<file path="src/rtl/fcmp_pkg.sv">
package fcmp_pkg;

  localparam logic [3:0] CC_LT = 4'b1000;
  localparam logic [3:0] CC_GT = 4'b0100;
  localparam logic [3:0] CC_EQ = 4'b0010;
  localparam logic [3:0] CC_UN = 4'b0001;

  // Strobes from control to datapath
  typedef struct packed {
    logic capture;
    logic ordered;
  } ctrl_strobe_t;

endpackage

</file>
<file path="src/rtl/fcmp_classify.sv">
module fcmp_classify #(
  parameter int DATA_W = 64,
  parameter int EXP_W  = 11
) (
  input  logic [DATA_W-1:0] operand,
  output logic              isNan,
  output logic              isSnan,
  output logic              isZero,
  output logic              sign,
  output logic [DATA_W-2:0] mag
);
  localparam int FRAC_W = DATA_W - 1 - EXP_W;

  logic [EXP_W-1:0]  expField;
  logic [FRAC_W-1:0] fracField;

  always_comb begin
    expField  = operand[DATA_W-2 -: EXP_W];
    fracField = operand[FRAC_W-1:0];
    sign      = operand[DATA_W-1];
    mag       = operand[DATA_W-2:0];
    isNan     = (&expField) && (|fracField);
    isSnan    = isNan && !fracField[FRAC_W-1];
    isZero    = ~|operand[DATA_W-2:0];
  end
endmodule

</file>
<file path="src/rtl/fcmp_control.sv">
module fcmp_control
  import fcmp_pkg::*;
#(
  parameter int IDX_W = 3
) (
  input  logic             clk,
  input  logic             rstN,
  input  logic             inValid,
  input  logic             orderedMode,
  input  logic [IDX_W-1:0] targetField,
  output ctrl_strobe_t     strb,
  output logic             crWriteEn,
  output logic [IDX_W-1:0] crWriteIdx
);
  always_comb begin
    strb.capture = inValid;
    strb.ordered = orderedMode;
  end

  always_ff @(posedge clk or negedge rstN) begin
    if (!rstN) begin
      crWriteEn  <= 1'b0;
      crWriteIdx <= '0;
    end else begin
      crWriteEn <= inValid;
      if (inValid) crWriteIdx <= targetField;
    end
  end

  // the index only changes when a new write is being strobed
  p_idx_stable_r8: assert property (@(posedge clk) disable iff (!rstN)
    !crWriteEn |-> $stable(crWriteIdx) || $past(!rstN));
endmodule

</file>
<file path="src/rtl/fcmp_datapath.sv">
module fcmp_datapath
  import fcmp_pkg::*;
#(
  parameter int DATA_W = 64,
  parameter int EXP_W  = 11
) (
  input  logic              clk,
  input  logic              rstN,
  input  ctrl_strobe_t      strb,
  input  logic [DATA_W-1:0] opA,
  input  logic [DATA_W-1:0] opB,
  output logic [3:0]        condCode,
  output logic [3:0]        resultClass,
  output logic              flagSnan,
  output logic              flagInvCmp
);
  localparam int NUM_OPS = 2;

  logic [DATA_W-1:0] opVec   [NUM_OPS];
  logic              nanV    [NUM_OPS];
  logic              snanV   [NUM_OPS];
  logic              zeroV   [NUM_OPS];
  logic              signV   [NUM_OPS];
  logic [DATA_W-2:0] magV    [NUM_OPS];

  assign opVec[0] = opA;
  assign opVec[1] = opB;

  for (genvar g = 0; g < NUM_OPS; g++) begin : g_cls
    fcmp_classify #(.DATA_W(DATA_W), .EXP_W(EXP_W)) u_cls (
      .operand (opVec[g]),
      .isNan   (nanV[g]),
      .isSnan  (snanV[g]),
      .isZero  (zeroV[g]),
      .sign    (signV[g]),
      .mag     (magV[g])
    );
  end

  logic       anyNan, anySnan, isLess, isGreater, magLess;
  logic [3:0] nextCc;

  always_comb begin
    anyNan    = nanV[0] | nanV[1];
    anySnan   = snanV[0] | snanV[1];
    magLess   = magV[0] < magV[1];
    isLess    = 1'b0;
    isGreater = 1'b0;
    if (zeroV[0] && zeroV[1]) begin
      isLess    = 1'b0;
      isGreater = 1'b0;
    end else if (signV[0] != signV[1]) begin
      isLess    = signV[0];
      isGreater = signV[1];
    end else if (magV[0] != magV[1]) begin
      isLess    = signV[0] ? !magLess : magLess;
      isGreater = !isLess;
    end
    if (anyNan)         nextCc = CC_UN;
    else if (isLess)    nextCc = CC_LT;
    else if (isGreater) nextCc = CC_GT;
    else                nextCc = CC_EQ;
  end

  always_ff @(posedge clk or negedge rstN) begin
    if (!rstN) begin
      condCode    <= '0;
      resultClass <= '0;
      flagSnan    <= 1'b0;
      flagInvCmp  <= 1'b0;
    end else begin
      flagSnan   <= strb.capture && anySnan;
      flagInvCmp <= strb.capture && anyNan && strb.ordered;
      if (strb.capture) begin
        condCode    <= nextCc;
        resultClass <= nextCc;
      end
    end
  end

  // a NaN input always yields the unordered code
  p_nan_unordered_r1: assert property (@(posedge clk) disable iff (!rstN)
    strb.capture && anyNan |=> condCode == CC_UN);

  // signaling flag only accompanies an unordered result
  p_snan_unordered_r5: assert property (@(posedge clk) disable iff (!rstN)
    flagSnan |-> condCode == CC_UN);

  // invalid-compare flag only with an unordered result
  p_invcmp_unordered_r6: assert property (@(posedge clk) disable iff (!rstN)
    flagInvCmp |-> condCode == CC_UN);

  // status field keeps its value without a capture
  p_class_hold_r7: assert property (@(posedge clk) disable iff (!rstN)
    !strb.capture |=> $stable(resultClass));
endmodule

</file>
<file path="src/rtl/fcmp_unit.sv">
module fcmp_unit
  import fcmp_pkg::*;
#(
  parameter int DATA_W = 64,
  parameter int EXP_W  = 11,
  parameter int IDX_W  = 3
) (
  input  logic              clk,
  input  logic              rstN,
  input  logic              inValid,
  input  logic              orderedMode,
  input  logic [IDX_W-1:0]  targetField,
  input  logic [DATA_W-1:0] opA,
  input  logic [DATA_W-1:0] opB,
  output logic [3:0]        condCode,
  output logic [3:0]        resultClass,
  output logic              crWriteEn,
  output logic [IDX_W-1:0]  crWriteIdx,
  output logic              flagSnan,
  output logic              flagInvCmp
);
  ctrl_strobe_t strb;

  fcmp_control #(.IDX_W(IDX_W)) u_ctrl (
    .clk         (clk),
    .rstN        (rstN),
    .inValid     (inValid),
    .orderedMode (orderedMode),
    .targetField (targetField),
    .strb        (strb),
    .crWriteEn   (crWriteEn),
    .crWriteIdx  (crWriteIdx)
  );

  fcmp_datapath #(.DATA_W(DATA_W), .EXP_W(EXP_W)) u_dp (
    .clk         (clk),
    .rstN        (rstN),
    .strb        (strb),
    .opA         (opA),
    .opB         (opB),
    .condCode    (condCode),
    .resultClass (resultClass),
    .flagSnan    (flagSnan),
    .flagInvCmp  (flagInvCmp)
  );

  // the invalid-compare flag needs an ordered request one cycle earlier
  p_invcmp_mode_r6: assert property (@(posedge clk) disable iff (!rstN)
    flagInvCmp |-> $past(orderedMode && inValid));

  // the strobe carries the index presented with the request
  p_idx_match_r8: assert property (@(posedge clk) disable iff (!rstN)
    crWriteEn |-> crWriteIdx == $past(targetField));

  // after a write both copies of the code agree and are one-hot
  p_onehot_r7: assert property (@(posedge clk) disable iff (!rstN)
    crWriteEn |-> $onehot(condCode) && resultClass == condCode);
endmodule

</file>
<file path="config.mk">
export PLATFORM = sky130hd
export DESIGN_NAME = fcmp_unit
export DESIGN_NICKNAME = d
export VERILOG_FILES = /design/src/rtl/fcmp_pkg.sv /design/src/rtl/fcmp_classify.sv /design/src/rtl/fcmp_control.sv /design/src/rtl/fcmp_datapath.sv /design/src/rtl/fcmp_unit.sv
export SDC_FILE = /design/constraint.sdc
export NUM_CORES = 1
export LEC_CHECK = 0
export BUFFER_PORTS_ARGS = -buffer_cell sky130_fd_sc_hd__buf_4
export CAP_MARGIN = 20
export CORE_MARGIN = 4
export CORE_UTILIZATION = 45
export CTS_CLUSTER_DIAMETER = 100
export DETAILED_ROUTE_END_ITERATION = 10
export HOLD_SLACK_MARGIN = 0.15
export PLACE_DENSITY = 0.94
export SYNTH_ARGS = -nofsm -noshare
export SYNTH_HDL_FRONTEND = slang
export SYNTH_SLANG_ARGS = --single-unit
</file>
<file path="constraint.sdc">
create_clock -name clk -period 1.3 [get_ports clk]
set_clock_uncertainty 0.2 [all_clocks]
set_input_delay 0 -clock clk [delete_from_list [all_inputs] [get_ports clk]]
set_output_delay 0 -clock clk [all_outputs]
set_load 0.005 [all_outputs]
</file>
==> results of run 1 <==
cell usage after synthesis (2+ instances only):
master | n | area (µm²)
nor4_1 | 33 | 206
o211ai_1 | 2 | 15.0
o31ai_1 | 2 | 15.0
a22oi_1 | 2 | 15.0
a21oi_1 | 28 | 140
nand4_1 | 25 | 156
nand2_1 | 21 | 78.8
inv_1 | 70 | 263
a311oi_1 | 2 | 17.5
nor4_2 | 3 | 37.5
o21ai_1 | 2 | 10.0
nand3_1 | 11 | 55.1
nor2_1 | 10 | 37.5
ha_1 | 63 | 788
buf_4 | 4 | 30.0
o21ai_0 | 8 | 40.0
mux2_2 | 3 | 33.8
nand3b_1 | 2 | 15.0
dfrtp_1 | 10 | 250
a221oi_2 | 3 | 45.0
nand2b_1 | 2 | 12.5
nor4_4 | 2 | 42.5
nor3_1 | 4 | 20.0
through the flow:
stage	area (µm²)	hold slack (ns)	TNS, ns	instances
after detailed placement	4500	-0.367	-4.90	610
after global placement	4500	-0.371	-4.40	610
after floorplan	2820	-0.496	-1.16	328
kinds of logic after synthesis:
logic type | Yosys count | share of synthesized area
compound gates | 59 | 0.158
xor+xnor | 1 | 0.00354
fa+ha+maj | 63 | 0.319
buf+inv | 75 | 0.120
flops | 10 | 0.101
mux | 3 | 0.0137
simple gates | 117 | 0.284
==> impl_metrics.ini, run 1 <==
[status]
outcome = stopped before the end
lastStage = clock tree synthesis (4_1_cts)
firstError = [ERROR DPL-0038] Utilization greater than 100%, impossible to legalize

[clock_tree]
cts_buffers = 3
htree_levels = 1
clk_path_buf_depth = 2
cts_hold_repair.buffers = 11
postCtsSetupBuffers = 14
cts_resized = 114
clock_sinks = 10
clock_tree.root_cell = clkbuf_8

[yosys]
syn_nets = 526
synth_area_um2 = 2470
ys_warn_count = 0
synthCells = 328
syn_area_per_cell_um2 = 7.54
synth_edf_count = 0
ys_seq_area_frac = 0.101
synth.distinct_cells = 39
synthArstFlopShare = 1.00
ys_ff_latch = 10
synth_ff_type = dfrtp_1

[placement]
gp_congestion = 1.02
pre_cts_slack_ns = -1.02
place_hpwl_um = 9840
port_buffers = 148

[die]
die_w_um = 82.1
io_pins = 149
rows = 26
die_h_um = 82.1
start_util = 0.475
==> run 2, diff against run 1 <==
--- a/config.mk
+++ b/config.mk
@@ -8,11 +8,9 @@
 export BUFFER_PORTS_ARGS = -buffer_cell sky130_fd_sc_hd__buf_4
 export CAP_MARGIN = 20
 export CORE_MARGIN = 4
-export CORE_UTILIZATION = 45
-export CTS_CLUSTER_DIAMETER = 100
+export CORE_UTILIZATION = 40
 export DETAILED_ROUTE_END_ITERATION = 10
-export HOLD_SLACK_MARGIN = 0.15
-export PLACE_DENSITY = 0.94
+export PLACE_DENSITY_LB_ADDON = 0.15
 export SYNTH_ARGS = -nofsm -noshare
 export SYNTH_HDL_FRONTEND = slang
 export SYNTH_SLANG_ARGS = --single-unit
==> impl_metrics.ini, run 2 <==
[status]
outcome = complete, but fails checks
failed_checks = negative setup slack

[finish]
nNetsFinal = 758
fillers = 358
final-seq-area_um2 = 250
largest_register = u_dp.resultClass
final_cells = 634
multi_input_area_um2 = 2390
largestRegisters = u_dp.resultClass: 4 flops, u_ctrl.crWriteIdx: 3 flops
stdcell_area_um2 = 4950
largest_register_ff_count = 4
syn2layout_area_growth_pct = 100
layout_common_cells = 205 x buf_4, 54 x inv_1, 45 x ha_1
final_common_cell = buf_4
final_layout_size_suffix_gt1_frac = 0.537
antennaDiodeCount = 0
finish.utilization = 0.832

[yosys]
synth_common_cells = 70 x inv_1, 63 x ha_1, 33 x nor4_1, 28 x a21oi_1, 25 x nand4_1
synth_top_area_cell = ha_1
netlist.area_leader.share = 0.319
muxShareOfSynthArea = 0.0137
ys_warn_count = 0
synth_ff_type = dfrtp_1
synth_compound_area_frac = 0.158
ys_seq_area_frac = 0.101
synthXorXnorAreaFrac = 0.00354
syn_area_per_cell_um2 = 7.54
synthAdderAreaFrac = 0.319
synthCells = 328
synth.distinct_cells = 39
synth_area_leaders = ha_1 32%, inv_1 11%, dfrtp_1 10%
synth_area_um2 = 2470
synth_top_family_by_area = adder cells
synth.most_common_cell = inv_1
synthArstFlopShare = 1.00
ys_ff_latch = 10
synth_edf_count = 0
synthSimpleGateAreaFrac = 0.284
syn_nets = 526

[critical_path]
r2r-end = u_dp.resultClass[2]
crit_arrival_ns = 1.92
cp.depth = 9
crit_type = in -> reg
worstPathRequired_ns = 1.20
reg2reg_depth = 3
cp_cell_sequence = buf_8 > inv_4 > ha_4 > nand4_1 > nor4_4 > nand4_1 > buf_4 > a311oi_2 > a311oi_2
cp_slowest_cell = nor4_4
startpoint = opB[58]
startpoint_type = input port
critPathCapture = u_dp.resultClass[3]
max_stage_delay_ns = 0.49
crit_fanout = 5
path_buf_inv = 3
r2r_slack_ns = 0.10
end_kind = flop
path_delay_family = simple AND/OR/NAND/NOR gates
rr_startpoint = u_dp.resultClass[2]

[clock_tree]
clock_sinks = 10
cts_buffers = 3
clk_path_buf_depth = 2
tritoncts = yes
clk_latency_ns = 0.24
path_clk_slew_ns = 0.05
htree_levels = 1
clock_tree.root_cell = clkbuf_8

[power_and_ir_drop]
power.density_nw_per_um2 = 438
vdd_ir_drop_max_mv = 0.771
leakage_nw = 2.47
power_mw = 2.17

[route]
avgViaCountPerCell = 5.48
drtAntennaViolNets = 0
firstDrtPassIters = 4
detail_route.wl_per_cell_um = 16.3
vias = 3474
drc = 0
drt_iter0_markers = 141
routed_wl_um = 10400

[global_routing]
grt_pass1_vias = 3652
track_usage = 0.259
antenna_found_initial = 0
grt_pass1_wl_um = 15900
grt_max_degree = 11
grt-ovfl-total = 0

[flow_run]
maxCapViolCount = 0

[die]
die_w_um = 86.6
io_pins = 149
die_h_um = 86.6
coreArea_um2 = 5960
rows = 28
die-area_um2 = 7500
start_util = 0.415

[sta]
drv_slew = 0
hold_violations = 0
whs_ns = 0.0268
fin_ws_ns = -0.719
tns_ns = -2.81
max-slew-margin-rel = 0.720
fmax_ghz = 0.495
post-route-period-util = 1.55
tightest_slew_ns = 0.419
setup_viol = 6
rsz0062_at_grt = yes
min_period_ns = 2.02

[placement]
pre_cts_slack_ns = -0.928
dp_cells = 619
gp_congestion = 0.908
dpl-instance-area_um2 = 4540
place_hpwl_um = 8570
port_buffers = 148

[hold_path]
min_path_type = in -> reg
-- run 2: how the worst min path moves through the flow --
| stage | startpoint | to | slack (ns) | cells after the start |
|---|---|---|---|---|
| floorplan | rstN | u_ctrl.crWriteEn | -0.50 | 0 |
| global placement | rstN | u_ctrl.crWriteEn | -0.37 | 1 |
| detailed placement | rstN | u_ctrl.crWriteEn | -0.37 | 1 |
| CTS | inValid | u_dp.flagSnan | 0.004 | 4 |
| global route | inValid | u_dp.flagSnan | 0.03 | 4 |
| finish | inValid | u_dp.flagSnan | 0.03 | 4 |
-- run 2: cell families (layout without fill, tap and decap cells) --
group | count (synthesis) | in the layout
DFF | 10 | 10
adders and majority gates | 63 | 63
muxes | 3 | 3
buffers and inverters | 75 | 306
xor gates and xnor gates | 1 | 1
AOI/OAI and AO/OA | 59 | 59
and+or+nand+nor | 117 | 117
-- run 2: timing repair --
action                                 in CTS  in global routing
setup endpoints to repair                   6                 19
endpoints found under the hold margin      19                 10
pin swaps                                  13                 22
hold buffers                               10                  1
setup buffers                               2                  3
gates resized for setup                    30                 19
-- run 2: area by class of cell --
type                       count  area share
multi-input combinational    243       0.483
timing repair buffer         232       0.373
inverter                      70      0.0632
sequential                    10      0.0505
tap                           75      0.0189
clock buffer                   4      0.0111
-- run 2: layer usage --
layer	wire, µm	GRT usage	up-vias
met5	0	0	-
met4	361	0.0765	0
met3	759	0.0257	35
met2	5220	0.487	167
met1	4010	0.307	1584
li1	-	-	1688
-- run 2: where the power goes --
part           switching, mW  total, mW  internal (mW)  leakage (nW)
Clock                  0.134      0.401          0.267        0.0288
Sequential            0.0152      0.348          0.333         0.126
Combinational          0.626       1.42          0.791          2.32
Total                  0.776       2.17           1.39          2.47
-- run 2: worst min-delay path, delay by kind of cell --
kind / cells / cell delay, ns
simple gates: 1 / 0.09
buf+inv: 3 / 0.34
No activity file was read; power rests on OpenSTA's default activity.
